`src/rtl/fp32_mul_pkg.sv`:
```
package fp32_mul_pkg;

    localparam int EXP_W   = 8;
    localparam int FRAC_W  = 23;
    localparam int WORD_W  = 1 + EXP_W + FRAC_W;
    localparam int SIG_W   = FRAC_W + 1;
    localparam int PROD_W  = 2 * SIG_W;
    localparam int EXPX_W  = EXP_W + 3;
    localparam int BIAS    = (1 << (EXP_W - 1)) - 1;
    localparam int EXP_MAX = (1 << EXP_W) - 1;

    typedef enum logic [1:0] {
        CLS_ZERO,
        CLS_NORM,
        CLS_INF,
        CLS_NAN
    } fclass_e;

    typedef struct packed {
        logic               sign;
        logic [EXP_W-1:0]   exp;
        logic [SIG_W-1:0]   sig;
        fclass_e            cls;
    } operand_t;

    localparam logic [WORD_W-1:0] QNAN_WORD =
        {1'b0, {EXP_W{1'b1}}, 1'b1, {(FRAC_W-1){1'b0}}};

endpackage

```
`src/rtl/fp32_unpack.sv`:
```
module fp32_unpack
    import fp32_mul_pkg::*;
(
    input  logic [WORD_W-1:0] word_i,
    output operand_t          op_o
);

    logic [EXP_W-1:0]  exp_f;
    logic [FRAC_W-1:0] frac_f;

    assign exp_f  = word_i[WORD_W-2 -: EXP_W];
    assign frac_f = word_i[FRAC_W-1:0];

    always_comb begin
        op_o.sign = word_i[WORD_W-1];
        op_o.exp  = exp_f;
        op_o.sig  = {1'b1, frac_f};
        if (exp_f == '0) begin
            op_o.cls = CLS_ZERO;
        end else if (exp_f == {EXP_W{1'b1}}) begin
            op_o.cls = (frac_f == '0) ? CLS_INF : CLS_NAN;
        end else begin
            op_o.cls = CLS_NORM;
        end
    end

endmodule

```
`src/rtl/fp32_sig_round.sv`:
```
module fp32_sig_round
    import fp32_mul_pkg::*;
(
    input  logic [SIG_W-1:0]         sig_a_i,
    input  logic [SIG_W-1:0]         sig_b_i,
    input  logic signed [EXPX_W-1:0] exp_i,
    output logic [FRAC_W-1:0]        frac_o,
    output logic signed [EXPX_W-1:0] exp_o
);

    logic [PROD_W-1:0]         prod;
    logic                      top_bit;
    logic [FRAC_W-1:0]         kept;
    logic                      guard;
    logic                      sticky;
    logic                      rnd_up;
    logic [FRAC_W:0]           rounded;
    logic                      carry;
    logic signed [EXPX_W-1:0]  inc_norm;
    logic signed [EXPX_W-1:0]  inc_rnd;

    assign prod    = sig_a_i * sig_b_i;
    assign top_bit = prod[PROD_W-1];

    always_comb begin
        if (top_bit) begin
            kept   = prod[PROD_W-2 -: FRAC_W];
            guard  = prod[PROD_W-2-FRAC_W];
            sticky = |prod[PROD_W-3-FRAC_W:0];
        end else begin
            kept   = prod[PROD_W-3 -: FRAC_W];
            guard  = prod[PROD_W-3-FRAC_W];
            sticky = |prod[PROD_W-4-FRAC_W:0];
        end
    end

    assign rnd_up   = guard & (sticky | kept[0]);
    assign rounded  = {1'b0, kept} + {{FRAC_W{1'b0}}, rnd_up};
    assign carry    = rounded[FRAC_W];
    assign frac_o   = rounded[FRAC_W-1:0];
    assign inc_norm = {{(EXPX_W-1){1'b0}}, top_bit};
    assign inc_rnd  = {{(EXPX_W-1){1'b0}}, carry};
    assign exp_o    = exp_i + inc_norm + inc_rnd;

endmodule

```
`src/rtl/fp32_mul.sv`:
```
module fp32_mul
    import fp32_mul_pkg::*;
(
    input  logic              clk,
    input  logic              rst_n,
    input  logic              in_valid,
    input  logic [WORD_W-1:0] op_a,
    input  logic [WORD_W-1:0] op_b,
    output logic              out_valid,
    output logic [WORD_W-1:0] result
);

    typedef struct packed {
        logic              vld;
        logic [WORD_W-1:0] res;
    } state_t;

    state_t state_d, state_q;

    operand_t opa, opb;

    logic signed [EXPX_W-1:0] exp_sum;
    logic signed [EXPX_W-1:0] exp_fin;
    logic [FRAC_W-1:0]        frac_fin;

    localparam logic signed [EXPX_W-1:0] BIAS_X = EXPX_W'(BIAS);
    localparam logic signed [EXPX_W-1:0] EMAX_X = EXPX_W'(EXP_MAX);

    fp32_unpack u_unpack_a (.word_i(op_a), .op_o(opa));
    fp32_unpack u_unpack_b (.word_i(op_b), .op_o(opb));

    assign exp_sum = $signed({3'b000, opa.exp}) + $signed({3'b000, opb.exp}) - BIAS_X;

    fp32_sig_round u_sig_round (
        .sig_a_i (opa.sig),
        .sig_b_i (opb.sig),
        .exp_i   (exp_sum),
        .frac_o  (frac_fin),
        .exp_o   (exp_fin)
    );

    always_comb begin
        logic sgn, any_nan, any_inf, any_zero;
        sgn      = opa.sign ^ opb.sign;
        any_nan  = (opa.cls == CLS_NAN)  || (opb.cls == CLS_NAN);
        any_inf  = (opa.cls == CLS_INF)  || (opb.cls == CLS_INF);
        any_zero = (opa.cls == CLS_ZERO) || (opb.cls == CLS_ZERO);

        state_d.vld = in_valid;
        state_d.res = state_q.res;
        if (in_valid) begin
            if (any_nan || (any_inf && any_zero)) begin
                state_d.res = QNAN_WORD;
            end else if (any_inf) begin
                state_d.res = {sgn, {EXP_W{1'b1}}, {FRAC_W{1'b0}}};
            end else if (any_zero) begin
                state_d.res = {sgn, {(WORD_W-1){1'b0}}};
            end else if (exp_fin >= EMAX_X) begin
                state_d.res = {sgn, {EXP_W{1'b1}}, {FRAC_W{1'b0}}};
            end else if (exp_fin <= 0) begin
                state_d.res = {sgn, {(WORD_W-1){1'b0}}};
            end else begin
                state_d.res = {sgn, exp_fin[EXP_W-1:0], frac_fin};
            end
        end
    end

    always_ff @(posedge clk or negedge rst_n) begin
        if (!rst_n) begin
            state_q <= '0;
        end else begin
            state_q <= state_d;
        end
    end

    assign out_valid = state_q.vld;
    assign result    = state_q.res;

endmodule

```
`config.mk`:
```
export PLATFORM = sky130hd
export DESIGN_NAME = fp32_mul
export DESIGN_NICKNAME = d
export VERILOG_FILES = /design/src/rtl/fp32_mul_pkg.sv /design/src/rtl/fp32_unpack.sv /design/src/rtl/fp32_sig_round.sv /design/src/rtl/fp32_mul.sv
export SDC_FILE = /design/constraint.sdc
export NUM_CORES = 2
export LEC_CHECK = 0
export BUFFER_PORTS_ARGS = -buffer_cell sky130_fd_sc_hd__buf_2
export CAP_MARGIN = 20
export CORE_MARGIN = 1
export CORE_UTILIZATION = 55
export DETAILED_ROUTE_END_ITERATION = 10
export GPL_TIMING_DRIVEN = 0
export PLACE_DENSITY = 0.81
export SLEW_MARGIN = 20
export SYNTH_ARGS = -nofsm -noshare
export SYNTH_HDL_FRONTEND = slang
export SYNTH_HIERARCHICAL = 1
export SYNTH_SLANG_ARGS = --single-unit
```
`constraint.sdc`:
```
create_clock -name clk -period 0.8 [get_ports clk]
set_input_delay 0.12 -clock clk [delete_from_list [all_inputs] [get_ports clk]]
set_output_delay 0.12 -clock clk [all_outputs]
set_load 0.05 [all_outputs]
```
==> flow_summary.toml <==
[grt]
grt_usage_pct = 38.0
grt_pass1_wl_mm = 126
antenna_found_initial = 2
grt_overflow_total = 0
grt_max_degree = 34
grt_pass1_vias = 21900

[routing]
drt_pass1_iterations = 7
drt-met1-wl_mm = 29.3
routed_via_density = 5.96
wl_met2_mm = 38.6
vias = 21000
highest_layer = "met5"
wl_met3_mm = 8.72
ant_nets = 0
wl_per_cell_um = 23.6
drc = 0
drtIter0Drc = 1957
drt-total-wl_mm = 83.3

[clock_network]
clkTransAtPathRegs_ps = 60
h-tree-depth = 2
cts_buffers = 5
cts_tree = "done"
cts_root_buf = "clkbuf_16"
clock_path_buffers = 2
cts.sinks = 33
clock_latency_ps = 280
cts_hold_buf = 1

[worst_setup_path]
critical_path.max_stage_delay_ps = 630
crit_type = "in2reg"
crit_top_cell = "fa_1"
critPathSlowestCell = "fa_2"
crit_fanout = 10
end_kind = "register"
startpoint_type = "input port"
crit_buf_inv = 15
path_delay_family = "adder cells"
critPathRequiredTime_ps = 1010
cp.arrival_ps = 10150

[place]
placed_cell_area_um2 = 25100
dp_slack_ps = -10130
post-dp-hpwl_mm = 64.9
io_buffers = 97
gp_congestion = 1.07

[die]
fp.dieW_um = 209
core_area_um2 = 42100
rows = 75
start_util_pct = 55.9
chipHeight_um = 209
io-pin-count = 100
die_area_um2 = 43700

[yosys]
synth.distinct_cells = 96
async_flop_share_pct = 100
syn_area_um2 = 23600
syn_avg_cell_area_um2 = 8.69
yosys_register_bits = 33
seq_area_frac_synth_pct = 3.51
netlist_instances = 2712
synth_edf_count = 0
synth_warnings = 6
synth-main-ff-cell = "dfrtp_1"
syn_nets = 3453

[sta]
worst_slew_pin_slew_ps = 720
timing.hold.ws_ps = -104
maxSlewHeadroom_pct = 52.0
grt_setup_unrepaired = "yes"
final-max-slew-violation-count = 0
skew_ps = 0
period_needed_ps = 9940
setup_viol = 65
worst_slack_ps = -9140
hold_viol = 33
clock.fmax_mhz = 101
period_share_pct = 1240

[finish]
syn2layout_area_growth_pct = 22.6
layout_common_cells = "inv_1, fa_1, nand2_1"
utilization_pct = 68.6
final_common_cell = "inv_1"
fin_nets = 3727
fillers = 3170
drive_above_1_share_pct = 23.1
fin_area_um2 = 28900

[status]
status = "finished, violations left"
violations = "negative hold slack, negative setup slack"

[job]
drv_cap = 0

[worst_hold_path]
hold_class = "in2async"
==> metrics by stage <==
step                hold WS (ps)  setup TNS, ps  instances
floorplan                   -176        -252330       2712
global placement             192        -309140       3348
detailed placement           220        -309470       3349
CTS                        -79.2        -273870       3466
global route               -23.1        -295250       3526
finish                      -104        -286240       3528
==> per-layer routing <==
layer	track usage (%)	up-vias
li1	-	8802
met1	45.5	10400
met2	62.1	1343
met3	9.21	438
met4	23.0	2
met5	0	-
==> worst paths after layout <==
kind,to,from,cells after the start,slack [ps]
setup / recovery,result[16],op_a[11],44,-9140
hold / removal,result[20],rst_n,1,-100
setup reg to reg,result[18],result[18],2,-90
hold reg to reg,result[26],result[26],1,530
max in group asynchronous,result[1],rst_n,1,440
min in group clk,result[31],op_a[31],3,190
==> Yosys cell counts, types with 20 or more instances <==
| cell type | count | area [um2] |
|---|---|---|
| and2_1 | 287 | 1800 |
| a22o_1 | 24 | 210 |
| ha_1 | 191 | 2390 |
| nor3_1 | 23 | 115 |
| nand4_1 | 29 | 181 |
| clkbuf_1 | 105 | 394 |
| xnor2_1 | 45 | 394 |
| buf_4 | 70 | 526 |
| o21ai_0 | 27 | 135 |
| nor2_1 | 61 | 229 |
| buf_2 | 20 | 100 |
| a21oi_1 | 68 | 340 |
| xor2_1 | 24 | 210 |
| fa_1 | 483 | 9670 |
| inv_1 | 568 | 2130 |
| nand2_1 | 369 | 1390 |
| dfrtp_1 | 33 | 826 |
==> area by class of cell <==
class	instances	area [um2]	area share [%]
antenna	2	5.00	0.0173
buffer	197	2370	8.22
clock buffer	7	153	0.528
clock inverter	1	5.00	0.0173
inverter	568	2130	7.38
multi-input combinational	1911	20500	71.1
sequential	33	826	2.86
tap	539	674	2.33
timing repair buffer	270	2170	7.52
==> timing repair <==
| action | CTS | global route |
|---|---|---|
| hold endpoints to repair | 34 | 33 |
| cloned | 3 | 0 |
| endpoints found under the setup margin | 65 | 65 |
| buffers inserted | 109 | 61 |
| pin swaps | 88 | 85 |
| gates resized for setup | 394 | 152 |
==> registers in the layout (all words and copies together) (netlist names) <==
register	count
out_valid	1
result	32
==> logic make-up (layout without fill, tap and decap cells) <==
group / after synthesis / after routing / synth area share [%]
AOI/OAI and AO/OA: 289 / 289 / 9.50
buffers and inverters: 768 / 1043 / 13.6
DFF: 33 / 33 / 3.51
xor gates and xnor gates: 74 / 74 / 2.91
and+or+nand+nor: 865 / 865 / 19.0
other: 2 / 4 / 0.0319
muxes: 7 / 7 / 0.303
adders and majority gates: 674 / 674 / 51.2
Power is not shown: default switching activity piles up to over one toggle a cycle in this logic, so the estimate is an artifact.
